$ cat config.mk
export PLATFORM = sky130hd
export DESIGN_NAME = wide_reg_bridge
export DESIGN_NICKNAME = d
export VERILOG_FILES = /design/src/rtl/bridge_pkg.sv /design/src/rtl/addr_decode.sv /design/src/rtl/byte_latch.sv /design/src/rtl/load_counter.sv /design/src/rtl/word_store.sv /design/src/rtl/wide_reg_bridge.sv
export SDC_FILE = /design/constraint.sdc
export NUM_CORES = 1
export LEC_CHECK = 0
export BUFFER_PORTS_ARGS = -buffer_cell sky130_fd_sc_hd__clkbuf_2
export CORE_MARGIN = 2
export CORE_UTILIZATION = 60
export CTS_BUF_LIST = sky130_fd_sc_hd__clkbuf_8 sky130_fd_sc_hd__clkbuf_16
export CTS_CLUSTER_SIZE = 16
export DETAILED_ROUTE_END_ITERATION = 16
export HOLD_SLACK_MARGIN = 0.1
export PLACE_DENSITY = 0.85
export SYNTH_ARGS = -nofsm -noshare
export SYNTH_HDL_FRONTEND = slang
export SYNTH_SLANG_ARGS = --single-unit
$ cat constraint.sdc
create_clock -name clk -period 5.1 [get_ports clk]
set_input_delay 0.255 -clock clk [delete_from_list [all_inputs] [get_ports clk]]
set_output_delay 0.255 -clock clk [all_outputs]
set_load 0.01 [all_outputs]
$ cat src/rtl/bridge_pkg.sv
`timescale 1ns/1ps
package bridge_pkg;
  // Which kind of 16-bit register an address selects
  typedef enum logic [1:0] {
    RK_NONE = 2'd0,
    RK_CNT  = 2'd1,
    RK_CMP  = 2'd2,
    RK_CAP  = 2'd3
  } reg_kind_e;
endpackage

$ cat src/rtl/addr_decode.sv
`timescale 1ns/1ps
module addr_decode
  import bridge_pkg::*;
#(
  parameter int ADDR_W  = 4,
  parameter int NUM_CMP = 3,
  localparam int IDX_W  = ADDR_W - 1
)(
  input  logic [ADDR_W-1:0] addr,
  output logic              is_hi,
  output logic [IDX_W-1:0]  idx,
  output reg_kind_e         kind
);
  assign is_hi = addr[0];
  assign idx   = addr[ADDR_W-1:1];

  always_comb begin
    if (idx == '0)                         kind = RK_CNT;
    else if (idx <= IDX_W'(NUM_CMP))       kind = RK_CMP;
    else if (idx == IDX_W'(NUM_CMP + 1))   kind = RK_CAP;
    else                                   kind = RK_NONE;
  end
endmodule

$ cat src/rtl/byte_latch.sv
`timescale 1ns/1ps
module byte_latch #(
  parameter int W = 8
)(
  input  logic         clk,
  input  logic         rst,
  input  logic         wr_en,
  input  logic [W-1:0] wr_val,
  input  logic         snap_en,
  input  logic [W-1:0] snap_val,
  output logic [W-1:0] q
);
  always_ff @(posedge clk) begin
    if (rst)          q <= '0;
    else if (wr_en)   q <= wr_val;
    else if (snap_en) q <= snap_val;
  end
endmodule

$ cat src/rtl/load_counter.sv
`timescale 1ns/1ps
module load_counter #(
  parameter int W = 16
)(
  input  logic         clk,
  input  logic         rst,
  input  logic         load_en,
  input  logic [W-1:0] load_val,
  output logic [W-1:0] count
);
  always_ff @(posedge clk) begin
    if (rst)          count <= '0;
    else if (load_en) count <= load_val;
    else              count <= count + W'(1);
  end
endmodule

$ cat src/rtl/word_store.sv
`timescale 1ns/1ps
module word_store #(
  parameter int W = 16
)(
  input  logic         clk,
  input  logic         rst,
  input  logic         load_en,
  input  logic [W-1:0] load_val,
  input  logic         cap_en,
  input  logic [W-1:0] cap_val,
  output logic [W-1:0] q
);
  always_ff @(posedge clk) begin
    if (rst)          q <= '0;
    else if (load_en) q <= load_val;
    else if (cap_en)  q <= cap_val;
  end
endmodule

$ cat src/rtl/wide_reg_bridge.sv
`timescale 1ns/1ps
module wide_reg_bridge
  import bridge_pkg::*;
#(
  parameter int BYTE_W  = 8,
  parameter int NUM_CMP = 3,
  localparam int WORD_W = 2 * BYTE_W,
  localparam int ADDR_W = $clog2(2 * (NUM_CMP + 2))
)(
  input  logic              clk,
  input  logic              rst,
  input  logic [ADDR_W-1:0] bus_addr,
  input  logic [BYTE_W-1:0] bus_wdata,
  input  logic              bus_we,
  input  logic              bus_re,
  output logic [BYTE_W-1:0] bus_rdata,
  input  logic              cap_strobe
);
  localparam int IDX_W = ADDR_W - 1;

  logic                          is_hi;
  logic [IDX_W-1:0]              idx;
  reg_kind_e                     kind;
  logic [BYTE_W-1:0]             hi_q;
  logic [WORD_W-1:0]             cnt_q;
  logic [WORD_W-1:0]             cap_q;
  logic [NUM_CMP-1:0][WORD_W-1:0] cmp_q;
  logic [WORD_W-1:0]             sel_word;
  logic [WORD_W-1:0]             commit_val;
  logic                          hi_wr, commit, snap;

  addr_decode #(.ADDR_W(ADDR_W), .NUM_CMP(NUM_CMP)) u_dec (
    .addr (bus_addr),
    .is_hi(is_hi),
    .idx  (idx),
    .kind (kind)
  );

  // Strobe qualification
  assign hi_wr      = bus_we && is_hi && (kind != RK_NONE);
  assign commit     = bus_we && !is_hi && (kind != RK_NONE);
  assign snap       = bus_re && !bus_we && !is_hi && ((kind == RK_CNT) || (kind == RK_CAP));
  assign commit_val = {hi_q, bus_wdata};

  // Live word selected by the address
  always_comb begin
    sel_word = '0;
    case (kind)
      RK_CNT: sel_word = cnt_q;
      RK_CAP: sel_word = cap_q;
      RK_CMP: begin
        for (int g = 0; g < NUM_CMP; g++)
          if (idx == IDX_W'(g + 1)) sel_word = cmp_q[g];
      end
      default: sel_word = '0;
    endcase
  end

  byte_latch #(.W(BYTE_W)) u_latch (
    .clk     (clk),
    .rst     (rst),
    .wr_en   (hi_wr),
    .wr_val  (bus_wdata),
    .snap_en (snap),
    .snap_val(sel_word[WORD_W-1:BYTE_W]),
    .q       (hi_q)
  );

  load_counter #(.W(WORD_W)) u_cnt (
    .clk     (clk),
    .rst     (rst),
    .load_en (commit && (kind == RK_CNT)),
    .load_val(commit_val),
    .count   (cnt_q)
  );

  generate
    for (genvar g = 0; g < NUM_CMP; g++) begin : g_cmp
      word_store #(.W(WORD_W)) u_cmp (
        .clk     (clk),
        .rst     (rst),
        .load_en (commit && (kind == RK_CMP) && (idx == IDX_W'(g + 1))),
        .load_val(commit_val),
        .cap_en  (1'b0),
        .cap_val ('0),
        .q       (cmp_q[g])
      );
    end
  endgenerate

  word_store #(.W(WORD_W)) u_cap (
    .clk     (clk),
    .rst     (rst),
    .load_en (commit && (kind == RK_CAP)),
    .load_val(commit_val),
    .cap_en  (cap_strobe),
    .cap_val (cnt_q),
    .q       (cap_q)
  );

  // Read data path
  always_comb begin
    if (!bus_re || (kind == RK_NONE)) bus_rdata = '0;
    else if (!is_hi)                  bus_rdata = sel_word[BYTE_W-1:0];
    else if (kind == RK_CMP)          bus_rdata = sel_word[WORD_W-1:BYTE_W];
    else                              bus_rdata = hi_q;
  end
endmodule

After elaboration in Yosys (flattened, before gate mapping)
Cells that the tools add are included.
W data, S select, Z words.

word-level totals
  output and inout bits = 8
  word-level logic and storage cells = 53
  memory bits (read-only) = 0
  bits in latches = 0
  memories = 0
  bits in registers = 88
  input port bits = 17
  memory bits (writable) = 0

cells by class
  shift operators = 0
  muxes and demuxes = 15
  add/subtract/negate cells = 1
  div/mod/pow operators = 0
  $lt $le $gt $ge = 1
  equality and inequality tests = 7
  reduce and logical (&&, ||, !) cells = 23
  $mul = 0
  bitwise gates (word level) = 0

operators by type and width
  operator                 number
  $mux W16                 6
  $pmux W16 S3             1
  $mux W8                  5
  $add A16 B1 Y16 const B  1
  $logic_and A1 B1 Y1      13
  $eq A3 B2 Y1 const B     2
  $mux W2                  3
  $reduce_bool A2 Y1       3
  $eq A2 B2 Y1 const B     2
  $eq A3 B1 Y1 const B     1
  $eq A3 B3 Y1 const B     1
  $le A3 B2 Y1 const B     1
  $logic_not A1 Y1         3
  $logic_not A3 Y1         1
  $eq A2 B1 Y1 const B     1
  $logic_not A2 Y1         1
  $logic_or A1 B1 Y1       2

Longest topological paths before layout
Gate-level depths: netlist of the first run.

  depth after elaboration = 9
  depth in mapped cells = 7
  gate-level depth less buffers = 4

Hierarchy
A second synthesis of the first run with hierarchy kept.

unflattened totals
  cell total of the unflattened synthesis = 561
  area total of the unflattened synthesis = 5529.1 um^2

modules (own cells, without submodules)
  module           seq. area each (um^2)  area an instance (um^2)  instances  cells each
  word_store       320.3                  805.8                    4          71
  wide_reg_bridge  0.0                    1067.3                   1          136
  load_counter     320.3                  824.5                    1          100
  byte_latch       160.2                  369.1                    1          35
  addr_decode      0.0                    45.0                     1          6

Worst setup path after synthesis of the first run
OpenSTA, ideal clock, no wires.

  kind = input to output
  start point = in bus_addr[2]
  end point = out bus_rdata[0]
  path slack = 3369 ps
  path buffers = 2
  cell stages on the path = 5
  data required time = 4845 ps
  arrival time = 1476 ps
  path through = buf_2 buf_2 a21boi_1 nand3_1 a211oi_1

on the way
  cells in the longest elaborated chain, start to end = 9
  elaborated cells between the ends (all ways) = 21
  classes of those cells = order compare: 1; eq/ne: 7; mux: 10; reduce/logical: 3

RTL lines
  item                                                                  RTL line                RTL
  start: declaration                                                    wide_reg_bridge.sv:12   input logic [ADDR_W-1:0] bus_addr,
  parallel branches: the longest is 8 deep, another holds $le A3 B2 Y1  n/a
  $mux W8 *                                                             wide_reg_bridge.sv:103  if (!bus_re || (kind == RK_NONE)) bus_rdata = '0;
  end: declaration                                                      wide_reg_bridge.sv:16   output logic [BYTE_W-1:0] bus_rdata,

Every way passes the cells marked *.

Worst setup path in the final report of the first run
  start point = in bus_addr[2]
  end point = out bus_rdata[4]

Same word-level chain as after synthesis.

==> run summary, run 1 <==
DPL Wire Length: 7880 um
Count of routing violations after the opening detailed-route iteration: 514
Initial standard-cell utilization of the core: 61.6%
Hold Fails Final Rpt: 0
Crit path kind: input port to primary output
Required time at the endpoint of the critical path: 4.85 ns
Buffers inserted by post-CTS timing repair: 0
Routed wire per std cell: 19.5 um
Clock sinks: 88
Clock input transition at the sequential cells of the worst setup and hold paths: 0.09 ns
Final routed DRC violation total: 0
Stage delay of the slowest cell on the critical path: 0.67 ns
Master cell of the clock root buffer: clkbuf_8
CTS HTree Levels: 3
Run status: complete, no violations
Synth Area in Compound Gates: 17.6%
Period minus WS final: 2.28 ns
Vias per std cell: 6.52
Post-DRT Antenna Nets: 0
Clock Tree Buf Depth: 2
Setup TNS: 0 ns
Fraction of the mapped netlist area in adder cells: 0.283%
Peak VDD IR: 0.179 mV
Type of the most critical hold path: input port to flop
Site row count: 31
Synth cell types: 44
Cell with the largest stage delay on the worst path: a21boi_1
Async SR Flop Fraction: 0%
1st-pass router iterations: 6
Met1 Routed Length: 4860 um
Routed met2 length: 5630 um
Final number of setup-violating endpoints: 0
Met3 routed wirelength: 1330 um
Mapped Nets: 544
Number of hold buffers added after CTS: 0
Global-route wire length before repair: 20200 um
Number of standard cells in the layout, taps in and fillers out: 623
Leakage power: 0.00179 uW
Post-synth EDFFs: 0
Critical hold path startpoint: bus_wdata[0]
Post-layout net count: 538
Top_reg_cell synth: dfxtp_1
Floorplan die area: 0.00806 mm^2
Insertion delay of the later-clocked pin in the worst-skew pair: 0.37 ns
Ports placed on the boundary: 25
Sort of element at the start of the critical path: input port
Fraction of the yosys area taken by sequential cells: 39.9%
Antenna diode count: 0
Worst flop-to-flop path startpoint: u_cnt.count[0]
Final worst-path cycle share: 44.7%
Number of register bits inferred by synthesis: 88
Total number of vias: 4064
Measured slew at the worst slew-check pin: 1.34 ns
Initial antenna violation count: 0
Power per cell area: 297 mW/mm^2
Total congestion overflow: 0
Highest net fanout along the worst path: 42
Core region area: 0.00718 mm^2
Dominant combinational cell family by area after synthesis: simple AND/OR/NAND/NOR gates
Critical Path Most Common Cell: clkbuf_2
RSZ-0062 raised after global routing: false
Cells along the critical path: clkbuf_2 -> buf_4 -> a21boi_1 -> nand3_1 -> a211oi_1 -> clkbuf_2
I/O Buffers: 24
Area of the mapped netlist: 0.00442 mm^2
Syn_area_per_cell: 8.40 um^2
Final worst clock skew: 0.0106 ns
Mux cell area share after synthesis: 13.5%
Ys Warns: 0
Placed inst area: 0.00449 mm^2
Clock buffer count from CTS: 9
RePlAce Congestion: 0.935
Crit path arrival time: 2.02 ns
Layout Area Growth over Synthesis: 7.05%
Post-detailed-routing wire length: 12200 um
Number of placed instances, taps included: 607
Horizontal die dimension: 89.8 um
Maximum clock frequency: 0.439 GHz
FILL cells: 586
Vias in the first global route: 3921
Final standard cell area without fillers: 0.00473 mm^2
Final core occ: 65.9%
Number of instances resized during post-cts repair: 0
Fraction of layout cells with a size suffix above 1: 10.7%
TritonCTS clock tree: built
Number of cells produced by synthesis: 526
Fraction of synthesized cell area in xor and xnor cells: 2.38%
Gr usage total: 31.5%
Start point of the critical path: bus_addr[2]
Y dimension of the die: 89.8 um
Final number of max-transition violations: 0
Basic-gate share of the synthesized area counting and, or, nand and nor cells: 21.7%
Max-cap violations: 0
Endpoint type of the worst setup path: primary output
Slew Limit Headroom: 10.4%
Largest net degree at the start of global routing: 86
Top routing layer used: met4
-- worst paths after layout --
check                                            to  slack, ns  depth (start not counted)
worst max-delay path                   bus_rdata[4]       2.82                          6
worst min-delay path            g_cmp[1].u_cmp.q[0]       0.20                          3
worst max register to register      u_cnt.count[14]       3.23                          4
worst min register to register  g_cmp[2].u_cmp.q[8]       0.46                          2
-- per-stage QoR --
stage	total power [uW]	worst slack, ns	hold WS [ns]
6_report	1400	2.82	0.205
5_1_grt	1450	2.76	0.221
4_1_cts	1400	2.75	0.199
3_5_place_dp	862	2.49	0.449
3_3_place_gp	858	2.64	0.440
2_1_floorplan	820	3.37	0.377
-- report_power, final --
part / total, uW / leakage (uW) / internal (uW) / switching (uW)
registers: 722 / 0.000712 / 701 / 20.8
logic: 130 / 0.000962 / 46.4 / 84.0
clock network: 553 / 0.000112 / 302 / 251
-- per-layer routing --
layer,up-vias,track usage (%)
li1,1867,-
met1,1911,42.6
met2,251,48.7
met3,35,7.88
met4,0,12.9
met5,-,0
-- cell families (layout without fill, tap and decap cells) --
kind of cell             after synthesis  after routing
multiplexers                          49             49
adder cells (fa/ha/maj)                1              1
AO/OA/AOI/OAI                        116            116
flip-flops                            88             88
buffers and inverters                 46             44
XOR/XNOR                              12             12
AND/OR/NAND/NOR                      214            214
-- placed cells by master, fill, tap and decap left out, drive strengths merged, types with 2 or more instances in the layout --
cell type,synthesis,final
a211o,7,7
a211oi,37,37
a21oi,33,33
a22oi,8,8
a32oi,7,7
and2,2,2
and3,6,6
and3b,2,2
buf,19,5
bufinv,0,2
clkbuf,27,35
dfxtp,88,88
mux2i,41,41
mux4,8,8
nand2,93,93
nand2b,2,2
nand3,15,15
nand4,7,7
nand4b,2,2
nor2,66,66
nor2b,8,8
nor4,5,5
o21ai,9,9
o22ai,9,9
xnor2,5,5
xor2,7,7
-- registers in the layout, indices dropped and copies added, names as in the netlist --
register,cells
u_cnt.count,16
u_cap.q,16
g_cmp.u_cmp.q,48
u_latch.q,8
-- critical path, delay by kind of cell --
kind	cells	cell delay [ns]
AND/OR/NAND/NOR	1	0.16
AO/OA/AOI/OAI	2	1.04
buffers and inverters	3	0.56
-- layout make-up --
cell class	instances	area, um^2	share of cell area (%)
Sequential cell	88	1760	37.3
Clock buffer	11	151	3.20
Clock inverter	4	76.3	1.61
Timing Repair Buffer	29	165	3.49
Multi-Input combinational cell	392	2450	51.8
Tap cell	99	124	2.62
-- Yosys cell counts, types with 2 or more instances --
master     n  share of area (%)
and3b_1    2               0.40
a21oi_1   33                3.7
mux2i_1   41                9.3
a211o_1    7                1.4
nor4_1     5               0.71
a32oi_1    7                1.4
nand2b_1   2               0.28
buf_1      4               0.34
a22oi_1    8                1.4
o22ai_1    9                1.3
nand4_1    7               0.99
nand4b_1   2               0.40
and3_1     6               0.85
nand2_1   92                7.8
xor2_1     7                1.4
clkbuf_1  25                2.1
o21ai_0    9                1.0
and2_1     2               0.28
dfxtp_1   88                 40
mux4_2     7                3.6
xnor2_1    5               0.99
clkbuf_2   2               0.23
nor2b_1    8                1.1
nand3_1   15                1.7
buf_2     12                1.4
a211oi_1  37                6.3
buf_4      2               0.34
nor2_1    66                5.6
No activity file was read; power rests on OpenSTA's default activity.
==> run 2, diff against run 1 <==
==> constraint.sdc (replaced) <==
create_clock -name clk -period 2.1 [get_ports clk]
set_input_delay 0.105 -clock clk [delete_from_list [all_inputs] [get_ports clk]]
set_output_delay 0.105 -clock clk [all_outputs]
set_load 0.01 [all_outputs]
==> run 2 against run 1 <==
Core utilization is 2.9 points higher. Die area stayed put. Sequential power is 140% higher. Critical endpoint is now u_latch.q[6]. Highest routed layer unchanged.
==> run summary, run 2 (synthesized netlist as in run 1, its figures left out) <==
DPL Wire Length: 8660 um
Vias per std cell: 6.56
Leakage power: 0.00191 uW
1st-pass router iterations: 5
Ports placed on the boundary: 25
Register ranked first by flip-flop count: g_cmp.u_cmp.q
Run status: complete, no violations
I/O Buffers: 24
Count of routing violations after the opening detailed-route iteration: 466
Clock buffer count from CTS: 9
CTS HTree Levels: 3
Core region area: 0.00718 mm^2
Vias in the first global route: 4203
Type of the most critical hold path: input port to flop
Site row count: 31
Insertion delay of the later-clocked pin in the worst-skew pair: 0.38 ns
Measured slew at the worst slew-check pin: 0.884 ns
Crit path arrival time: 2.16 ns
TritonCTS clock tree: built
Number of instances resized during post-cts repair: 0
Total congestion overflow: 0
Endpoint type of the worst setup path: flop
Maximum clock frequency: 0.528 GHz
Global-route wire length before repair: 20800 um
Final number of max-transition violations: 0
Initial antenna violation count: 0
Period minus WS final: 1.89 ns
Floorplan die area: 0.00806 mm^2
Sort of element at the start of the critical path: input port
Largest net degree at the start of global routing: 41
Required time at the endpoint of the critical path: 2.37 ns
Clock Tree Buf Depth: 2
RSZ-0062 raised after global routing: false
RePlAce Congestion: 0.974
Biggest registers after layout: g_cmp.u_cmp.q: 48 flops, u_cap.q: 16 flops, u_cnt.count: 16 flops
Clock sinks: 88
Fraction of layout cells with a size suffix above 1: 12.9%
Gr usage total: 32.4%
Final routed DRC violation total: 0
Commonest non-fill, non-tap cell in the layout: nand2_1
Hold Fails Final Rpt: 0
Number of flip-flops under the largest register name: 48
Post-detailed-routing wire length: 12900 um
Antenna diode count: 0
Clock input transition at the sequential cells of the worst setup and hold paths: 0.09 ns
Commonest cells after routing, fill and taps aside: nand2_1 (92), dfxtp_1 (88), nor2_1 (66)
Power per cell area: 693 mW/mm^2
Post-layout net count: 563
Layout Area Growth over Synthesis: 11.8%
Highest net fanout along the worst path: 15
Y dimension of the die: 89.8 um
Crit path kind: input port to flop
Initial standard-cell utilization of the core: 61.6%
Routed wire per std cell: 19.9 um
Master cell of the clock root buffer: clkbuf_8
Total number of vias: 4257
Horizontal die dimension: 89.8 um
FILL cells: 546
Worst hold slack: 0.145 ns
Peak VDD IR: 0.452 mV
Post-DRT Antenna Nets: 0
Final worst clock skew: 0.0121 ns
Final worst-path cycle share: 90.2%
Setup TNS: 0 ns
Final number of setup-violating endpoints: 0
Slew Limit Headroom: 41.1%
Max-cap violations: 0
==> run 2: changes by cell type in the layout (fill, tap and decap cells not counted), sizes merged <==
cell         previous run  this run
clkbuf                 35        33
buf                     5        20
clkinvlp                1         0
clkinv                  0         3
inv                     1         2
dlygate4sd3             0        10
==> run 2: path summary, 6_finish.rpt <==
path	from	endpoint	slack [ns]	depth (start not counted)
setup / recovery	bus_addr[1]	u_latch.q[6]	0.21	7
hold reg to reg	g_cmp[1].u_cmp.q[7]	g_cmp[1].u_cmp.q[7]	0.46	2
hold / removal	bus_addr[0]	u_cnt.count[1]	0.15	4
setup reg to reg	u_cnt.count[0]	u_cnt.count[14]	0.28	4
==> run 2: worst max-delay path, cell delays in order <==
cell and delay [ns]:
clkbuf_2 0.27, nor4_1 0.58, a221oi_1 0.18, buf_4 0.21, a22oi_1 0.19, nand2_1 0.08
dlygate4sd3_1 0.56
==> run 2: metal layers <==
layer | vias to the layer above | track usage [%] | routed length (um)
met2 | 284 | 49.4 | 5710
met5 | - | 0 | 0
met3 | 76 | 6.12 | 1360
li1 | 1912 | - | -
met1 | 1985 | 41.6 | 5070
met4 | 0 | 22.8 | 779
==> run 2: area by class of cell <==
cell class	count	area (um^2)	area share, %
Clock buffer	9	124	2.51
Clock inverter	7	95.1	1.93
Multi-Input combinational cell	392	2450	49.6
Sequential cell	88	1760	35.7
Tap cell	99	124	2.51
Timing Repair Buffer	54	383	7.75
==> run 2: metrics by stage <==
stage                     power [uW]  worst slack [ns]  util, %  cell area (um^2)  instances
final                           3420             0.206     68.8              4940        649
after global routing            3510            0.0757     68.8              4940        649
after CTS                       3400             0.256     68.8              4940        649
after detailed placement        2110             0.305     64.4              4620        623
after global placement          2100             0.376     64.4              4620        623
after floorplan                 1990             0.509        -              4420        526
==> run 2: where the power goes <==
group          internal [uW]  switching [uW]
Sequential              1700            47.8
Combinational            137             215
Clock                    672             648
Total                   2510             911
==> run 2: timing repair <==
| item | in CTS | in global routing |
|---|---|---|
| endpoints found under the setup margin | 0 | 0 |
| setup buffers | 0 | 0 |
| endpoints found under the hold margin | 26 | 0 |
| hold buffers | 10 | 0 |
